[config.mk]
export PLATFORM = sky130hd
export DESIGN_NAME = tt_trigger_sched
export DESIGN_NICKNAME = d
export VERILOG_FILES = /design/src/rtl/tt_sched_pkg.sv /design/src/rtl/tt_cycle_match.sv /design/src/rtl/tt_trig_mem.sv /design/src/rtl/tt_trigger_sched.sv
export SDC_FILE = /design/constraint.sdc
export NUM_CORES = 1
export LEC_CHECK = 0
export CAP_MARGIN = 20
export CELL_PAD_IN_SITES_DETAIL_PLACEMENT = 0
export CELL_PAD_IN_SITES_GLOBAL_PLACEMENT = 1
export CORE_ASPECT_RATIO = 0.5
export CORE_MARGIN = 5
export CORE_UTILIZATION = 45
export CTS_BUF_LIST = sky130_fd_sc_hd__clkbuf_8
export DETAILED_ROUTE_END_ITERATION = 10
export DONT_BUFFER_PORTS = 1
export HOLD_SLACK_MARGIN = 0.1
export PLACE_DENSITY_LB_ADDON = 0.15
export SLEW_MARGIN = 15
export SYNTH_ARGS = -nofsm -noshare
export SYNTH_HDL_FRONTEND = slang
export SYNTH_HIERARCHICAL = 1
export SYNTH_SLANG_ARGS = --single-unit
[constraint.sdc]
create_clock -name clk -period 7 [get_ports clk]
set_input_delay 1.4 -clock clk [delete_from_list [all_inputs] [get_ports clk]]
set_output_delay 1.4 -clock clk [all_outputs]
set_load 0.01 [all_outputs]
[src/rtl/tt_sched_pkg.sv]
package tt_sched_pkg;
    parameter int MSG_W  = 6;
    parameter int MARK_W = 16;
    parameter int CODE_W = 7;
    parameter int CCNT_W = 6;

    typedef enum logic [2:0] {
        TRG_END   = 3'd0,
        TRG_TXREF = 3'd1,
        TRG_TXMSG = 3'd2,
        TRG_RXCHK = 3'd3,
        TRG_WATCH = 3'd4
    } trg_kind_e;

    typedef struct packed {
        trg_kind_e         kind;
        logic [MSG_W-1:0]  msg;
        logic [CODE_W-1:0] code;
        logic [MARK_W-1:0] mark;
    } trg_entry_t;
endpackage

[src/rtl/tt_cycle_match.sv]
module tt_cycle_match
    import tt_sched_pkg::*;
(
    input  logic [CODE_W-1:0] code,
    input  logic [CCNT_W-1:0] cnt,
    output logic              hit
);
    logic              found;
    logic [CCNT_W-1:0] msk;

    // The highest set bit selects the period; the bits below it give the offset.
    always_comb begin
        hit   = 1'b0;
        found = 1'b0;
        msk   = '0;
        for (int k = CODE_W - 1; k >= 0; k--) begin
            if (!found && code[k]) begin
                found = 1'b1;
                msk   = CCNT_W'((1 << k) - 1);
                hit   = ((cnt ^ code[CCNT_W-1:0]) & msk) == '0;
            end
        end
    end
endmodule

[src/rtl/tt_trig_mem.sv]
module tt_trig_mem
    import tt_sched_pkg::*;
#(
    parameter int DEPTH = 16,
    localparam int AW   = $clog2(DEPTH)
) (
    input  logic       clk,
    input  logic       rst_n,
    input  logic       wr_en,
    input  logic [AW-1:0] wr_addr,
    input  trg_entry_t wr_data,
    input  logic [AW-1:0] rd_addr,
    output trg_entry_t rd_data
);
    trg_entry_t mem_q [DEPTH];
    trg_entry_t mem_d [DEPTH];

    always_comb begin
        for (int i = 0; i < DEPTH; i++) mem_d[i] = mem_q[i];
        if (wr_en) mem_d[wr_addr] = wr_data;
    end

    always_ff @(posedge clk or negedge rst_n) begin
        if (!rst_n) begin
            for (int i = 0; i < DEPTH; i++) mem_q[i] <= '0;
        end else begin
            for (int i = 0; i < DEPTH; i++) mem_q[i] <= mem_d[i];
        end
    end

    assign rd_data = mem_q[rd_addr];
endmodule

[src/rtl/tt_trigger_sched.sv]
module tt_trigger_sched
    import tt_sched_pkg::*;
#(
    parameter int DEPTH = 16,
    parameter int CNT_W = 8,
    localparam int AW   = $clog2(DEPTH)
) (
    input  logic              clk,
    input  logic              rst_n,
    input  logic              wr_en,
    input  logic [AW-1:0]     wr_addr,
    input  logic [2:0]        wr_kind,
    input  logic [MSG_W-1:0]  wr_msg,
    input  logic [CODE_W-1:0] wr_code,
    input  logic [MARK_W-1:0] wr_mark,
    input  logic              ntu_tick,
    input  logic              sof_sync,
    input  logic [CCNT_W-1:0] sof_cycle,
    input  logic [MARK_W-1:0] ref_len,
    input  logic [CNT_W-1:0]  exp_tx,
    output logic              act_valid,
    output logic [2:0]        act_kind,
    output logic [MSG_W-1:0]  act_msg,
    output logic [MARK_W-1:0] act_time,
    output logic              cfg_err,
    output logic              tx_err,
    output logic [MARK_W-1:0] cyc_time
);
    typedef struct packed {
        logic [MARK_W-1:0] cyc_time;
        logic [CCNT_W-1:0] cyc_cnt;
        logic [AW-1:0]     ptr;
        logic              running;
        logic              started;
        logic [CNT_W-1:0]  tx_cnt;
        logic              tx_err;
        logic              act_valid;
        trg_kind_e         act_kind;
        logic [MSG_W-1:0]  act_msg;
        logic [MARK_W-1:0] act_time;
        logic              cfg_err;
    } sched_t;

    sched_t     st_q, st_d;
    trg_entry_t head, wr_entry;
    logic       code_hit;
    logic       advance;

    assign wr_entry = '{kind: trg_kind_e'(wr_kind), msg: wr_msg, code: wr_code, mark: wr_mark};

    tt_trig_mem #(.DEPTH(DEPTH)) u_mem (
        .clk     (clk),
        .rst_n   (rst_n),
        .wr_en   (wr_en),
        .wr_addr (wr_addr),
        .wr_data (wr_entry),
        .rd_addr (st_q.ptr),
        .rd_data (head)
    );

    tt_cycle_match u_match (
        .code (head.code),
        .cnt  (st_q.cyc_cnt),
        .hit  (code_hit)
    );

    always_comb begin
        st_d           = st_q;
        st_d.act_valid = 1'b0;
        st_d.cfg_err   = 1'b0;
        advance        = 1'b0;
        if (ntu_tick && st_q.cyc_time != '1) st_d.cyc_time = st_q.cyc_time + 1'b1;
        if (sof_sync) begin
            st_d.cyc_time = '0;
            st_d.cyc_cnt  = sof_cycle;
            st_d.ptr      = '0;
            st_d.running  = 1'b1;
            st_d.started  = 1'b1;
            if (!st_q.started) begin
                st_d.tx_cnt = '0;
            end else if (sof_cycle == '0) begin
                st_d.tx_err = st_q.tx_cnt != exp_tx;
                st_d.tx_cnt = '0;
            end
        end else if (st_q.running) begin
            if (head.kind == TRG_END) begin
                st_d.running = 1'b0;
            end else if (!code_hit) begin
                advance = 1'b1;
            end else if (head.mark <= ref_len ||
                         (head.kind == TRG_TXREF && head.msg != MSG_W'(1))) begin
                st_d.cfg_err = 1'b1;
                advance      = 1'b1;
            end else if (st_q.cyc_time >= head.mark) begin
                st_d.act_valid = 1'b1;
                st_d.act_kind  = head.kind;
                st_d.act_msg   = head.msg;
                st_d.act_time  = st_q.cyc_time;
                if (head.kind == TRG_TXMSG) st_d.tx_cnt = st_q.tx_cnt + 1'b1;
                advance = 1'b1;
            end
            if (advance) begin
                if (st_q.ptr == AW'(DEPTH - 1)) st_d.running = 1'b0;
                else                            st_d.ptr     = st_q.ptr + 1'b1;
            end
        end
    end

    always_ff @(posedge clk or negedge rst_n) begin
        if (!rst_n) st_q <= '0;
        else        st_q <= st_d;
    end

    assign act_valid = st_q.act_valid;
    assign act_kind  = st_q.act_kind;
    assign act_msg   = st_q.act_msg;
    assign act_time  = st_q.act_time;
    assign cfg_err   = st_q.cfg_err;
    assign tx_err    = st_q.tx_err;
    assign cyc_time  = st_q.cyc_time;


    sof_clears_time_chk: assert property (@(posedge clk) disable iff (!rst_n)
        sof_sync |=> cyc_time == '0);

    tick_steps_time_chk: assert property (@(posedge clk) disable iff (!rst_n)
        (ntu_tick && !sof_sync && cyc_time != '1) |=> cyc_time == $past(cyc_time) + 1'b1);

    act_above_ref_chk: assert property (@(posedge clk) disable iff (!rst_n)
        act_valid |-> act_time > ref_len);

    ref_msg_one_chk: assert property (@(posedge clk) disable iff (!rst_n)
        (act_valid && act_kind == 3'd1) |-> act_msg == MSG_W'(1));

    act_xor_err_chk: assert property (@(posedge clk) disable iff (!rst_n)
        !(act_valid && cfg_err));
endmodule

==> flow_summary_export.csv, run 1 <==
group,metric,value,unit
floorplanning,start_util,45.67,%
routing,viasPerCell,5.872,
yosys,syn-num-nets,1940,
power,leakagePower,0.01249,uW
global_route,grt_pass1_wl,108.5,mm
yosys,yosys.area.top_type_share,53.03,%
cells_and_area,n_antenna_cell,0,
yosys,yosysWarnings,6,
yosys,synthArstFlopShare,100.0,%
routing,wl_per_cell,26.80,um
placement,port_buffers,0,
placement,place_ws,1.741,ns
timing,max_slew_margin,24.70,%
global_route,grt_use_met2,35.40,%
routing,firstDrtPassIters,6,
floorplanning,die_area,0.06572,sq mm
worst_setup_path,cp.arrival,5.74,ns
global_route,met3_usage,5.076,%
timing,setup_slack,1.792,ns
clock_tree,insertion_delay,0.67,ns
yosys,synth_common_cells,"dfrtp_1 (576), mux2_2 (521), mux4_2 (128)",
power,p_switching,2840,uW
yosys,synth_compound_area_share,3.600,%
timing,layout_min_cycle_time,5.208,ns
yosys,synthSimpleGateAreaFrac,3.227,%
cells_and_area,multi_input_area,0.01180,sq mm
timing,hold_viol_final,0,
power,clockPowerShare,28.9,%
yosys,synth.yosys.seq_area_share,53.03,%
yosys,synthXorXnorAreaFrac,0.9989,%
clock_tree,cts_tree,"done",
floorplanning,die_h,183.8,um
yosys,yosys_most_used_dff,"dfrtp_1",
global_route,grt_max_degree,577,
floorplanning,dieWidth,357.6,um
power,p_sw_share,28.88,%
timing,grt_setup_unrepaired,"no",
worst_setup_path,max_stage_delay,0.91,ns
yosys,synthAdderAreaFrac,1.611,%
yosys,synth_area_leaders,"dfrtp_1 (53%), mux2_2 (22%), mux4_2 (11%), a22oi_1 (1.8%), ha_1 (1.6%)",
yosys,syn_area,0.02718,sq mm
power,seqPwrFrac,45.4,%
global_route,grt_pass1_vias,17050,
worst_setup_path,cp_max_fo,71,
clock_tree,cts.sinks,576,
yosys,synth_mux_area_share,33.53,%
power,power_frac_comb,25.7,%
power,power.density,333.8,mW/mm^2
timing,fin_skew,0.03224,ns
cells_and_area,area_growth,8.382,%
timing,finalSetupTns,0,ns
timing,max_clock_freq,192.0,MHz
routing,vias,15530,
timing,fin_crit_sh,74.40,%
cells_and_area,regArea,0.01442,sq mm
clock_tree,clock_path_buffers,3,
routing,wl,70.88,mm
floorplanning,num_rows,63,
worst_setup_path,worst_setup_path_end_kind,"flip-flop",
clock_tree,numCtsBuffers,86,
worst_setup_path,critPathKind,"reg2reg",
worst_setup_path,startpoint_type,"flip-flop",
yosys,netlist_instances,1834,
yosys,synth_top_family_by_area,"multiplexers",
timing,tightestPinTransition,1.127,ns
worst_setup_path,critPathTopFamily,"simple AND/OR/NAND/NOR gates",
worst_setup_path,path_buf_inv,1,
worst_setup_path,slowest_stage,"dfrtp_4",
clock_tree,cts_hold_buf,0,
run_status,status,"completed",
power,p_int,6993,uW
clock_tree,post_cts_buffers,0,
yosys,synth_edf_count,0,
global_route,busiest_layer,"met2",
clock_tree,cts_resized,0,
worst_setup_path,path_cells,"buf_12, mux4_2, a22oi_1, nand2_1, xor2_1, or3_1, o22ai_1, nand3b_1, a21oi_1, and2_2, mux2_2",
worst_setup_path,crit_required,7.53,ns
yosys,yosysMostFrequentCell,"dfrtp_1",
routing,drc,0,
routing,drt_iter0_markers,1152,
timing,finalMaxSlewViolations,0,
cells_and_area,layout-drive-gt1-share,46.97,%
power,max-vdd-ir-drop,0.1375,mV
global_route,met1_usage,30.99,%
global_route,antenna_found_initial,0,
yosys,ys_seq_elements,576,
clock_tree,clock-root-buffer,"clkbuf_8",
timing,finalSetupViolCount,0,
cells_and_area,fin_nets,1879,
floorplanning,ios,115,
clock_tree,h-tree-depth,3,
global_route,grt.total_usage,21.98,%
hold_path,worstHoldPathType,"in2async",
run,maxCapViolCount,0,
placement,gp_congestion,0.7688,
routing,ant_nets,0,
placement,dp_hpwl,41.27,mm
cells_and_area,fillCellCount,5022,
global_route,grt_overflow_total,0,
yosys,synth_cell_type_count,61,
yosys,avgSynthCellArea,14.82,sq um
floorplanning,core,0.05951,sq mm
yosys,yosysTopAreaCell,"dfrtp_1",
clock_tree,clk_pin_slew,0.07,ns
-- stage by stage --
stage	hold WS [ns]	utilization, %	total power [uW]	instance area [sq um]	std cells
global placement	0.4695	46.38	6876	27600	2494
CTS	0.3954	49.36	9894	29380	2642
global route	0.3809	49.50	10400	29460	2645
detailed placement	0.4898	46.38	7024	27600	2494
finish	0.4315	49.50	9833	29460	2645
floorplan	0.4594	-	6351	27180	1834
-- logic make-up after synthesis --
group                      Yosys count
AOI/OAI and AO/OA                  126
xor gates and xnor gates            31
adders and majority gates           35
buffers and inverters              217
DFF                                576
muxes                              675
and+or+nand+nor                    174
-- power groups by stage --
stage	combinational [uW]	clock [uW]	sequential [uW]
2_1_floorplan	2040	0	4310
3_3_place_gp	2420	0	4460
3_5_place_dp	2490	0	4530
4_1_cts	2500	2930	4470
5_1_grt	2760	3080	4550
6_report	2530	2840	4460
-- placed cells by master, fill, tap and decap left out, types with 7 or more instances in the layout --
master    instances
dfrtp_1         574
mux2_2          521
mux4_2          128
clkbuf_8        111
a22oi_1          65
inv_1            61
nand2_1          49
ha_1             35
nor2_1           29
buf_4            24
xnor2_1          22
mux2_4           20
nand3_1          15
nand4_1          13
a21oi_1          12
xor2_1            9
nor3_1            8
clkinv_2          8
nand2b_1          7
nor2_4            7
-- area by class of cell --
class	instances	area share (%)
Multi-Input combinational cell	1041	40.05
Timing Repair Buffer	29	1.028
Tap cell	812	3.449
Sequential cell	576	48.95
Clock inverter	37	0.8409
Inverter	39	0.4969
Clock buffer	111	5.186
-- worst paths after layout --
path | startpoint | slack (ns) | cells after the start | to
min in group clk | u_mem/mem_q[288] | 0.50 | 1 | u_mem/mem_q[288]
setup / recovery | st_q[38] | 1.79 | 11 | act_time[2]
hold reg to reg | u_mem/mem_q[288] | 0.50 | 1 | u_mem/mem_q[288]
max in group asynchronous | rst_n | 4.64 | 2 | st_q[38]
setup reg to reg | st_q[38] | 1.79 | 11 | act_time[2]
hold / removal | rst_n | 0.43 | 0 | u_mem/mem_q[350]
-- state kept, by name (all words and copies together) (netlist names) --
register and cells:
act_kind 3, act_msg 6, act_time 16, act_valid 1, cfg_err 1, cyc_time 16
st_q 20, tx_err 1, u_mem/mem_q 512
-- worst reg2reg max path: cells and delay by family (launching register included) --
kind / cells / cell delay (ns)
AOI/OAI and AO/OA: 3 / 0.84
DFF: 1 / 0.91
and+or+nand+nor: 4 / 1.49
buffers and inverters: 1 / 0.60
muxes: 2 / 1.06
xor gates and xnor gates: 1 / 0.19
-- layer usage --
metal	up-vias	share of wire (%)	routed length (um)
li1	6608	-	-
met1	8472	45	32210
met2	359	48	33700
met3	93	5.4	3806
met4	0	1.6	1165
met5	-	0	0
No activity file was read; power rests on OpenSTA's default activity.
==> run 2, diff against run 1 <==
- ABC_AREA: unset -> 1
- clock period: 7 -> 5.26 ns (I/O delays scaled with it)
==> run 2 against run 1 <==
Register-to-register slack got worse by 0.75 ns. Highest routed layer unchanged. Critical path depth up 7. Critical endpoint is now st_q[38]. Synthesized area grew 7.1%.
==> flow_summary_export.csv, run 2 <==
group,metric,value,unit
floorplanning,num_rows,65,
floorplanning,start_util,45.84,%
timing,max_clock_freq,237.1,MHz
yosys,ys_seq_elements,576,
yosys,netlist_instances,3884,
worst_setup_path,cp_max_fo,58,
routing,firstDrtPassIters,6,
cells_and_area,regArea,0.01442,sq mm
timing,grt_setup_unrepaired,"no",
worst_setup_path,reg2reg_depth,18,
worst_setup_path,r2r_end,"st_q[38]",
cells_and_area,multi_input_area,0.01126,sq mm
clock_tree,clock-root-buffer,"clkbuf_8",
yosys,synth.yosys.seq_area_share,49.51,%
timing,layout_min_cycle_time,4.218,ns
clock_tree,h-tree-depth,3,
timing,finalMaxSlewViolations,0,
cells_and_area,fin_nets,3835,
routing,vias,24310,
timing,tightestPinTransition,1.175,ns
yosys,yosys_most_used_dff,"dfrtp_1",
floorplanning,core,0.06352,sq mm
timing,finalSetupViolCount,0,
power,power.density,453.8,mW/mm^2
floorplanning,die_area,0.07019,sq mm
worst_setup_path,cp-startpoint,"st_q[38]",
floorplanning,ios,115,
worst_setup_path,crit_required,5.74,ns
clock_tree,clock_path_buffers,3,
floorplanning,die_h,189.9,um
worst_setup_path,path_buf_inv,4,
hold_path,worstHoldPathType,"in2async",
timing,fin_crit_sh,80.20,%
routing,viasPerCell,5.207,
worst_setup_path,reg2reg_slack,1.04,ns
cells_and_area,layout-drive-gt1-share,5.847,%
worst_setup_path,critPathTopFamily,"buffers and inverters",
cells_and_area,area_growth,7.263,%
worst_setup_path,critPathKind,"reg2reg",
worst_setup_path,max_stage_delay,0.62,ns
clock_tree,clk_pin_slew,0.07,ns
yosys,yosys.area.top_type_share,49.51,%
placement,gp_congestion,0.7930,
yosys,synth_area_leaders,"dfrtp_1 (50%), nand2_1 (16%), o21ai_0 (10%), inv_1 (7.1%), nand3_1 (7.1%)",
yosys,avgSynthCellArea,7.496,sq um
routing,drt_iter0_markers,2537,
clock_tree,cts_resized,0,
timing,hold_viol_final,0,
floorplanning,dieWidth,369.7,um
run_status,status,"completed",
placement,dp_hpwl,50.89,mm
cells_and_area,post-route-util,49.17,%
worst_setup_path,slowest_stage,"dfrtp_4",
cells_and_area,mostFrequentLayoutCells,"nand2_1 (1239), o21ai_0 (586), inv_1 (582)",
cells_and_area,reg.largest.list,"u_mem/mem_q x512, st_q x20",
yosys,synth_edf_count,0,
power,max-vdd-ir-drop,0.2827,mV
clock_tree,numCtsBuffers,88,
clock_tree,post_cts_buffers,0,
routing,ant_nets,0,
yosys,yosysTopAreaCell,"dfrtp_1",
worst_setup_path,reg2reg_from,"st_q[38]",
yosys,syn-num-nets,3990,
clock_tree,cts.sinks,576,
yosys,synth_common_cells,"nand2_1 (1242), o21ai_0 (586), dfrtp_1 (576)",
clock_tree,cts_tree,"done",
power,leakagePower,0.01580,uW
global_route,grt_pass1_wl,138.2,mm
worst_setup_path,path_cells,"inv_6, buf_4, buf_4, nand2_1, nand3_1, nand3_1, nand3_1, nand2_1, inv_1, ha_1, a21oi_1, o21ai_0, a21oi_1, nand3_2, o21ai_2, nand2_1, nand2_1, nand2_1",
routing,drc,0,
worst_setup_path,crit_end,"st_q[38]",
cells_and_area,fillCellCount,6438,
timing,fin_skew,0.03372,ns
placement,port_buffers,0,
global_route,grt.total_usage,25.41,%
yosys,synthArstFlopShare,100.0,%
global_route,antenna_found_initial,2,
global_route,grt_overflow_total,0,
yosys,syn_area,0.02911,sq mm
worst_setup_path,startpoint_type,"flip-flop",
routing,wl,89.21,mm
timing,max_slew_margin,21.66,%
yosys,synth_cell_type_count,44,
run,maxCapViolCount,0,
cells_and_area,largest_register_ff_count,512,
worst_setup_path,cp.arrival,4.70,ns
cells_and_area,final_common_cell,"nand2_1",
yosys,yosysMostFrequentCell,"nand2_1",
global_route,grt_pass1_vias,23170,
yosys,yosysWarnings,6,
worst_setup_path,worst_setup_path_end_kind,"flip-flop",
global_route,grt_max_degree,577,
worst_setup_path,path_depth,18,
clock_tree,insertion_delay,0.70,ns
cells_and_area,top_register,"u_mem/mem_q",
routing,wl_per_cell,19.11,um
timing,finalSetupTns,0,ns
worst_setup_path,cpMostUsedCell,"nand2_1",
run 2: final cells by class:
class	instances	share of cell area (%)
clock buffers	120	5.289
repair buffers	44	1.643
inverters	558	6.735
flip-flops and latches	576	46.19
multi-input cells	2461	36.05
diodes	1	0.008013
clock inverters	38	0.5930
well taps	871	3.490
run 2: logic make-up (layout without fill, tap and decap cells):
group	count (synthesis)	after routing	synth area share, %
simple gates	1759	1759	25.27
buf+inv	847	760	11.90
compound gates	651	651	11.34
flops	576	576	49.51
fa+ha+maj	35	35	1.504
xor+xnor	15	15	0.4513
mux	1	1	0.03868
other cells	0	1	0
run 2: worst reg2reg max path, stage by stage, from the launching register on:
cell and delay, ns:
dfrtp_4 0.62, inv_6 0.46, buf_4 0.46, buf_4 0.32
nand2_1 0.08, nand3_1 0.07, nand3_1 0.10, nand3_1 0.12
nand2_1 0.13, inv_1 0.07, ha_1 0.23, a21oi_1 0.14
o21ai_0 0.08, a21oi_1 0.22, nand3_2 0.21, o21ai_2 0.29
nand2_1 0.10, nand2_1 0.08, nand2_1 0.23
run 2: worst min-delay path by stage:
stage                                  end  slack, ns
final                     u_mem/mem_q[135]       0.24
after global routing      u_mem/mem_q[135]       0.22
after CTS                      act_time[2]       0.02
after detailed placement   u_mem/mem_q[67]       0.47
after global placement    u_mem/mem_q[345]       0.46
after floorplan                   st_q[47]       0.44
run 2: stage by stage:
step | area, sq um | std cells | power (uW) | hold WS [ns] | setup slack (ns)
2_1_floorplan | 29110 | 3884 | 8895 | 0.4419 | 2.429
3_3_place_gp | 29220 | 4504 | 10110 | 0.4649 | 1.051
3_5_place_dp | 29250 | 4505 | 10190 | 0.4728 | 1.031
4_1_cts | 31090 | 4663 | 14150 | 0.02471 | 1.006
5_1_grt | 31230 | 4668 | 15260 | 0.2198 | 0.7066
6_report | 31230 | 4669 | 14170 | 0.2403 | 1.042
run 2: per-layer routing:
layer  up-vias  wire (um)  track usage [%]
li1      11770          -                -
met1     11740      43590            37.72
met2       682      37580            37.80
met3       124       6287            5.804
met4         0       1749            6.111
met5         -          0                0
run 2: power breakdown:
group	switching, uW	total [uW]	internal [uW]	leakage [uW]
registers	431	5750	5320	0.00724
logic	3090	4510	1430	0.00750
clock network	1840	3910	2070	0.00106
total	5360	14200	8810	0.0158
